==> src/rtl/mul_unit_pkg.sv <==
package mul_unit_pkg;

  // opcode bit meanings
  localparam int OP_HALF_BIT = 1;
  localparam int OP_UNS_BIT  = 0;

  // flag vector bit positions
  localparam int FLAG_N = 3;
  localparam int FLAG_Z = 2;
  localparam int FLAG_V = 1;
  localparam int FLAG_C = 0;
  localparam int FLAG_W = 4;

  // width of the digit index carried from control to datapath
  localparam int CTL_IDX_W = 4;

  // strobes from control to datapath
  typedef struct packed {
    logic                 load;   // latch operands, clear accumulator
    logic                 step;   // add one partial product
    logic                 write;  // commit results and flags
    logic [CTL_IDX_W-1:0] idx;    // multiplier digit in use
  } mulCtl_t;

endpackage

==> src/rtl/mul_unit_ctrl.sv <==
module mul_unit_ctrl
  import mul_unit_pkg::*;
#(
  parameter int DATA_W  = 32,
  parameter int DIGIT_W = 8
) (
  input  logic       clk,
  input  logic       rstN,
  input  logic       start,
  input  logic [1:0] op,
  output mulCtl_t    ctl,
  output logic       busy,
  output logic       done
);

  localparam int HALF_W     = DATA_W / 2;
  localparam int FULL_STEPS = DATA_W / DIGIT_W;
  localparam int HALF_STEPS = HALF_W / DIGIT_W;
  localparam int CNT_W      = $clog2(FULL_STEPS + 1);

  logic                 busyQ;
  logic                 doneQ;
  logic [CNT_W-1:0]     cntQ;
  logic [CTL_IDX_W-1:0] idxQ;
  logic                 accept;
  logic                 lastCycle;

  assign accept    = start && !busyQ;
  assign lastCycle = busyQ && (cntQ == '0);

  always_ff @(posedge clk) begin
    if (!rstN) begin
      busyQ <= 1'b0;
      doneQ <= 1'b0;
      cntQ  <= '0;
      idxQ  <= '0;
    end else begin
      doneQ <= lastCycle;
      if (accept) begin
        busyQ <= 1'b1;
        cntQ  <= op[OP_HALF_BIT] ? CNT_W'(HALF_STEPS) : CNT_W'(FULL_STEPS);
        idxQ  <= '0;
      end else if (busyQ) begin
        if (cntQ == '0) begin
          busyQ <= 1'b0;
        end else begin
          cntQ <= cntQ - 1'b1;
          idxQ <= idxQ + 1'b1;
        end
      end
    end
  end

  always_comb begin
    ctl.load  = accept;
    ctl.step  = busyQ && (cntQ != '0);
    ctl.write = lastCycle;
    ctl.idx   = idxQ;
  end

  assign busy = busyQ;
  assign done = doneQ;

endmodule

==> src/rtl/mul_unit_dp.sv <==
module mul_unit_dp
  import mul_unit_pkg::*;
#(
  parameter int DATA_W  = 32,
  parameter int DIGIT_W = 8
) (
  input  logic              clk,
  input  logic              rstN,
  input  mulCtl_t           ctl,
  input  logic [1:0]        op,
  input  logic [DATA_W-1:0] opA,
  input  logic [DATA_W-1:0] opB,
  output logic [DATA_W-1:0] mdHi,
  output logic [DATA_W-1:0] mdLo,
  output logic [FLAG_W-1:0] flags,
  output logic [FLAG_W-1:0] flagWe
);

  localparam int PROD_W     = 2 * DATA_W;
  localparam int HALF_W     = DATA_W / 2;
  localparam int FULL_STEPS = DATA_W / DIGIT_W;
  localparam int HALF_STEPS = HALF_W / DIGIT_W;
  localparam int SEL_W      = (FULL_STEPS > 1) ? $clog2(FULL_STEPS) : 1;
  localparam int FULL_TOP   = FULL_STEPS - 1;
  localparam int HALF_TOP   = HALF_STEPS - 1;

  logic [PROD_W-1:0] aQ;
  logic [DATA_W-1:0] bQ;
  logic              halfQ;
  logic              signedQ;
  logic [PROD_W-1:0] accQ;
  logic [DATA_W-1:0] mdHiQ;
  logic [DATA_W-1:0] mdLoQ;
  logic [FLAG_W-1:0] flagsQ;
  logic [FLAG_W-1:0] flagWeQ;

  // operand extension at load time
  logic [PROD_W-1:0] aExt;
  logic [DATA_W-1:0] bLoad;
  logic              inSigned;
  logic              inHalf;

  assign inSigned = !op[OP_UNS_BIT];
  assign inHalf   = op[OP_HALF_BIT];

  always_comb begin
    if (inHalf) begin
      aExt  = {{(PROD_W-HALF_W){inSigned && opA[HALF_W-1]}}, opA[HALF_W-1:0]};
      bLoad = {{(DATA_W-HALF_W){1'b0}}, opB[HALF_W-1:0]};
    end else begin
      aExt  = {{(PROD_W-DATA_W){inSigned && opA[DATA_W-1]}}, opA};
      bLoad = opB;
    end
  end

  // digit slicing and partial product placement
  logic [DIGIT_W-1:0] digitArr   [FULL_STEPS];
  logic [PROD_W-1:0]  shiftedArr [FULL_STEPS];
  logic [SEL_W-1:0]   sel;
  logic [DIGIT_W-1:0] digit;
  logic               isTopDigit;
  logic               digitNeg;
  logic [PROD_W-1:0]  digitExt;
  logic [PROD_W-1:0]  rawProd;
  logic [PROD_W-1:0]  stepTerm;

  assign sel        = ctl.idx[SEL_W-1:0];
  assign digit      = digitArr[sel];
  assign isTopDigit = halfQ ? (sel == SEL_W'(HALF_TOP)) : (sel == SEL_W'(FULL_TOP));
  // only the most significant digit of a signed multiplier carries weight -2^(k-1)
  assign digitNeg   = signedQ && isTopDigit && digit[DIGIT_W-1];
  assign digitExt   = {{(PROD_W-DIGIT_W){digitNeg}}, digit};
  assign rawProd    = aQ * digitExt;
  assign stepTerm   = shiftedArr[sel];

  for (genvar g = 0; g < FULL_STEPS; g++) begin : gDigit
    assign digitArr[g]   = bQ[g*DIGIT_W +: DIGIT_W];
    assign shiftedArr[g] = rawProd << (g * DIGIT_W);
  end

  // flag formation from the completed accumulator
  logic [FLAG_W-1:0] nextFlags;
  logic [FLAG_W-1:0] nextWe;
  logic [DATA_W-1:0] accHi;
  logic [DATA_W-1:0] accLo;

  assign accHi = accQ[PROD_W-1:DATA_W];
  assign accLo = accQ[DATA_W-1:0];

  always_comb begin
    nextFlags = '0;
    nextWe    = '0;
    nextWe[FLAG_N] = 1'b1;
    nextWe[FLAG_Z] = 1'b1;
    if (halfQ) begin
      nextFlags[FLAG_N] = accLo[DATA_W-1];
      nextFlags[FLAG_Z] = (accLo == '0);
    end else begin
      nextWe[FLAG_V]    = 1'b1;
      nextFlags[FLAG_N] = accQ[PROD_W-1];
      nextFlags[FLAG_Z] = (accQ == '0);
      nextFlags[FLAG_V] = signedQ ? (accHi != {DATA_W{accLo[DATA_W-1]}})
                                  : (accHi != '0);
    end
  end

  always_ff @(posedge clk) begin
    if (!rstN) begin
      aQ      <= '0;
      bQ      <= '0;
      halfQ   <= 1'b0;
      signedQ <= 1'b0;
      accQ    <= '0;
      mdHiQ   <= '0;
      mdLoQ   <= '0;
      flagsQ  <= '0;
      flagWeQ <= '0;
    end else begin
      flagWeQ <= '0;
      if (ctl.load) begin
        aQ      <= aExt;
        bQ      <= bLoad;
        halfQ   <= inHalf;
        signedQ <= inSigned;
        accQ    <= '0;
      end
      if (ctl.step) begin
        accQ <= accQ + stepTerm;
      end
      if (ctl.write) begin
        mdLoQ   <= accLo;
        if (!halfQ) mdHiQ <= accHi;
        flagsQ  <= nextFlags;
        flagWeQ <= nextWe;
      end
    end
  end

  assign mdHi   = mdHiQ;
  assign mdLo   = mdLoQ;
  assign flags  = flagsQ;
  assign flagWe = flagWeQ;

endmodule

==> src/rtl/mul_unit.sv <==
module mul_unit
  import mul_unit_pkg::*;
#(
  parameter int DATA_W  = 32,
  parameter int DIGIT_W = 8
) (
  input  logic              clk,
  input  logic              rstN,
  input  logic              start,
  input  logic [1:0]        op,
  input  logic [DATA_W-1:0] opA,
  input  logic [DATA_W-1:0] opB,
  output logic              busy,
  output logic              done,
  output logic [DATA_W-1:0] mdHi,
  output logic [DATA_W-1:0] mdLo,
  output logic [3:0]        flags,
  output logic [3:0]        flagWe
);

  mulCtl_t ctl;

  mul_unit_ctrl #(.DATA_W(DATA_W), .DIGIT_W(DIGIT_W)) uCtrl (
    .clk   (clk),
    .rstN  (rstN),
    .start (start),
    .op    (op),
    .ctl   (ctl),
    .busy  (busy),
    .done  (done)
  );

  mul_unit_dp #(.DATA_W(DATA_W), .DIGIT_W(DIGIT_W)) uDp (
    .clk    (clk),
    .rstN   (rstN),
    .ctl    (ctl),
    .op     (op),
    .opA    (opA),
    .opB    (opB),
    .mdHi   (mdHi),
    .mdLo   (mdLo),
    .flags  (flags),
    .flagWe (flagWe)
  );

endmodule

==> config.mk <==
export PLATFORM = sky130hd
export DESIGN_NAME = mul_unit
export DESIGN_NICKNAME = d
export VERILOG_FILES = /design/src/rtl/mul_unit_pkg.sv /design/src/rtl/mul_unit_ctrl.sv /design/src/rtl/mul_unit_dp.sv /design/src/rtl/mul_unit.sv
export SDC_FILE = /design/constraint.sdc
export NUM_CORES = 1
export LEC_CHECK = 0
export BUFFER_PORTS_ARGS = -buffer_cell sky130_fd_sc_hd__buf_2
export CORE_ASPECT_RATIO = 1.5
export CORE_MARGIN = 2
export CORE_UTILIZATION = 35
export CTS_BUF_LIST = sky130_fd_sc_hd__clkbuf_8
export CTS_CLUSTER_SIZE = 25
export DETAILED_ROUTE_END_ITERATION = 6
export PLACE_DENSITY_LB_ADDON = 0.25
export SETUP_SLACK_MARGIN = 0.5
export SYNTH_ARGS = -nofsm -noshare
export SYNTH_HDL_FRONTEND = slang
export SYNTH_SLANG_ARGS = --single-unit
==> constraint.sdc <==
create_clock -name clk -period 14.4 [get_ports clk]
set_clock_uncertainty 0.1 [all_clocks]
set_input_delay 1.44 -clock clk [delete_from_list [all_inputs] [get_ports clk]]
set_output_delay 1.44 -clock clk [all_outputs]
set_load 0.05 [all_outputs]
==> results.md <==
- Commonest non-fill, non-tap cell in the layout: nand2_1
- Area of the core: 65760 um^2
- PortBufs: 140
- Layout cell share with drive strength beyond 1: slightly below 9%
- # rows: 115
- Final wirelength: 73.19 mm
- Final worst slack: roughly 3400 ps
- Critical path peak fanout: 84
- Final Cell Area: around 25000 um^2
- CTS Buffer Depth: 3
- Worst slew margin: 11.54%
- Switching share of power: a little over a third
- Critical Path RT: 14810 ps
- Period minus WS final: 10990 ps
- CP max-delay cell: dfxtp_4
- Critical path data arrival time: 11400 ps
- Status: complete, no violations
- Synth cell types: 86
- Most frequent cell on the critical path: fa_1
- Tot GR Track Use: 21.50%
- #FFs+latches synth: 206
- Crit path kind: register to register
- Clock share of power: a little under two fifths
- Period utilisation layout: between 70 and 80%
- CP startpoint kind: register
- Ys flop type: dfxtp_1
- Drc violations: 0
- RSZ-0062 raised after global routing: no
- DR pass1 iterations: 5
- Final nets: 3306
- Number of global-route vias before repair: 21152
- Worst Setup End Kind: register
- Final Non-Filler Cells: 3735
- Vias per inst: 5.335
- CTS Root Cell: clkbuf_8
- Pins Over Slew Limit: 0
- Routed Antenna Nets: 0
- Largest net degree at the start of global routing: 104
- Clock buffer count from CTS: 40
- I/O pins: 143
- Dpl hpwl: 56.97 mm
- CTS Hold Bufs: 0
- Synth warn: 0
- Wire per inst: a little under 20 um
- Mapped Cells: 2813
- Starting Density: 35.41%
- Final setup TNS: 0 ps
- Dpl cells: 3664
- # fillers: 6801
- Largest stage delay on the critical path: between 1000 and 1500 ps
- Leakage Power: 11.90 nW
- Clk sinks: 206
- Sequential area share after synthesis: between 10% and 20%
- H-Tree Depth: 2
- Logic pwr share: 25.7%
- Synth top area share: 21.06%
- Reg power frac: between 30% and 40%
- Cell Area, Synth: roughly 23000 um^2
- Post-synth EDFFs: 0
- Pre-CTS setup slack: about 3500 ps
- Synthesized area per cell: approximately 8.3 um^2
- Hold crit path type: register to register
- Worst-margin pin slew: 1315 ps
- Power density cells: 67.53 nW/um^2
- Max_cap viols: 0
- Congestion Overflow GR: 0
- Initial antenna violation count: 1
- Vert. Die Dim: 319.9 um
- Peak supply drop: between 0.06 and 0.07 mV
- Area Overhead vs Synth: 8.387%
- Max Fclk: 90.96 MHz
- Commonest cells after routing, fill and taps aside: nand2_1 (431), inv_1 (294), fa_1 (245)
- Post-layout util: 38.38%
- Synth area leader: fa_1
- CTS tree: built
- Clk_lat worst skew: 610 ps
- First-pass GRT wire length: 117.0 mm
- Final number of setup-violating endpoints: 0
- Total number of vias: 19928
- Cell internal pwr: 0.001087 W
- Gpl congestion: 0.9702
- Synth area leaders: fa_1 (21%), dfxtp_1 (18%), ha_1 (8.8%)
- Cts repair resizes: 0
- Post-CTS Setup Inserts: 0
- Final hold vios: 0
- Area of placed instances: 24390 um^2
- DRT iter0 DRCs: 1037
- Net Switching: 0.0006174 W
- Fraction of registers with async set/reset: 0%
- Die width: 214.6 um
- CTS clock-pin slew for the worst setup and hold paths: 70 ps
- DIE AREA: between 60000 and 70000 um^2
-- power by group through the flow --
stage | Combinational, W | Sequential [W] | Clock, W
2_1_floorplan | 0.000307 | 0.000613 | 0
3_3_place_gp | 0.000432 | 0.000628 | 0
3_5_place_dp | 0.000433 | 0.000628 | 0
4_1_cts | 0.000438 | 0.000616 | 0.000674
5_1_grt | 0.000482 | 0.000618 | 0.000698
6_report | 0.000438 | 0.000616 | 0.000650
-- final cells by class --
cell class / count / area, um^2 / area share [%]
Antenna cell: 1 / 2.502 / 0.009914
Clock buffer: 51 / 701.9 / 2.781
Clock inverter: 19 / 150.1 / 0.5949
Inverter: 285 / 1070 / 4.238
Multi-Input combinational cell: 2143 / 17290 / 68.50
Sequential cell: 206 / 4129 / 16.36
Tap cell: 877 / 1097 / 4.347
Timing Repair Buffer: 153 / 800.8 / 3.173
-- per-layer routing --
| layer | track usage [%] | vias up | share of wire (%) |
|---|---|---|---|
| met4 | 11.34 | 0 | 5.5 |
| met1 | 23.62 | 9817 | 38 |
| met2 | 39.88 | 543 | 52 |
| met5 | 0 | - | 0 |
| li1 | - | 9372 | - |
| met3 | 3.015 | 196 | 4.5 |
-- registers in the layout, indices dropped and copies added (netlist names) --
signal / count
uDp.aQ: 33
uDp.flagWe: 2
uDp.accQ: 64
uDp.mdLo: 32
uDp.signedQ: 1
uDp.bQ: 32
uCtrl.cntQ: 3
uDp.mdHi: 32
uDp.halfQ: 1
uCtrl.idxQ: 2
uCtrl.busy: 1
uDp.flags: 3
-- Yosys cell counts (22+ instances only) --
library cell and instances:
nand2_1 433, inv_1 285, fa_1 245, and2_1 209
dfxtp_1 206, ha_1 163, a21oi_1 142, clkbuf_1 135
a21boi_0 125, o21ai_0 118, nor2_1 87, nand3_1 60
a21o_1 54, mux2i_1 52, xor2_1 51, xnor2_1 46
nand4_1 40, nor3_1 24, and3_1 22, nor4_1 22
-- worst paths after layout --
path	slack, ps	from	cells past startpoint	to
setup / recovery	3410	uCtrl.idxQ[1]$_SDFFE_PP0P_	36	uDp.accQ[63]$_SDFFE_PN0P_
hold / removal	370	uDp.mdLo[28]$_SDFFE_PN0P_	2	uDp.mdLo[28]$_SDFFE_PN0P_
setup reg to reg	3410	uCtrl.idxQ[1]$_SDFFE_PP0P_	36	uDp.accQ[63]$_SDFFE_PN0P_
hold reg to reg	370	uDp.mdLo[28]$_SDFFE_PN0P_	2	uDp.mdLo[28]$_SDFFE_PN0P_
-- kinds of logic (layout without fill, tap and decap cells) --
family          count (synthesis)  in the layout  share of synthesized area, %
compound gates                608            608                         17.28
xor+xnor                       97             97                         3.648
fa+ha+maj                     408            408                         29.82
buf+inv                       465            508                         8.161
flops                         206            206                         17.71
mux                            64             64                         3.315
other cells                     1              3                       0.01610
simple gates                  964            964                         20.05
-- stage by stage --
| step | hold slack (ps) | power (W) |
|---|---|---|
| global placement | 354.5 | 0.001059 |
| detailed placement | 360.5 | 0.001061 |
| global route | 388.4 | 0.001798 |
| floorplan | 340.5 | 0.0009195 |
| CTS | 368.5 | 0.001728 |
| finish | 365.2 | 0.001705 |
-- critical path, delay by kind of cell, from the launching register on --
family          cells  cell delay (ps)
compound gates     14             3220
fa+ha+maj           7             2990
mux                 4             1760
flops               1             1010
simple gates        5              910
buf+inv             4              450
xor+xnor            2              350
(Power assumes the default switching activity.)
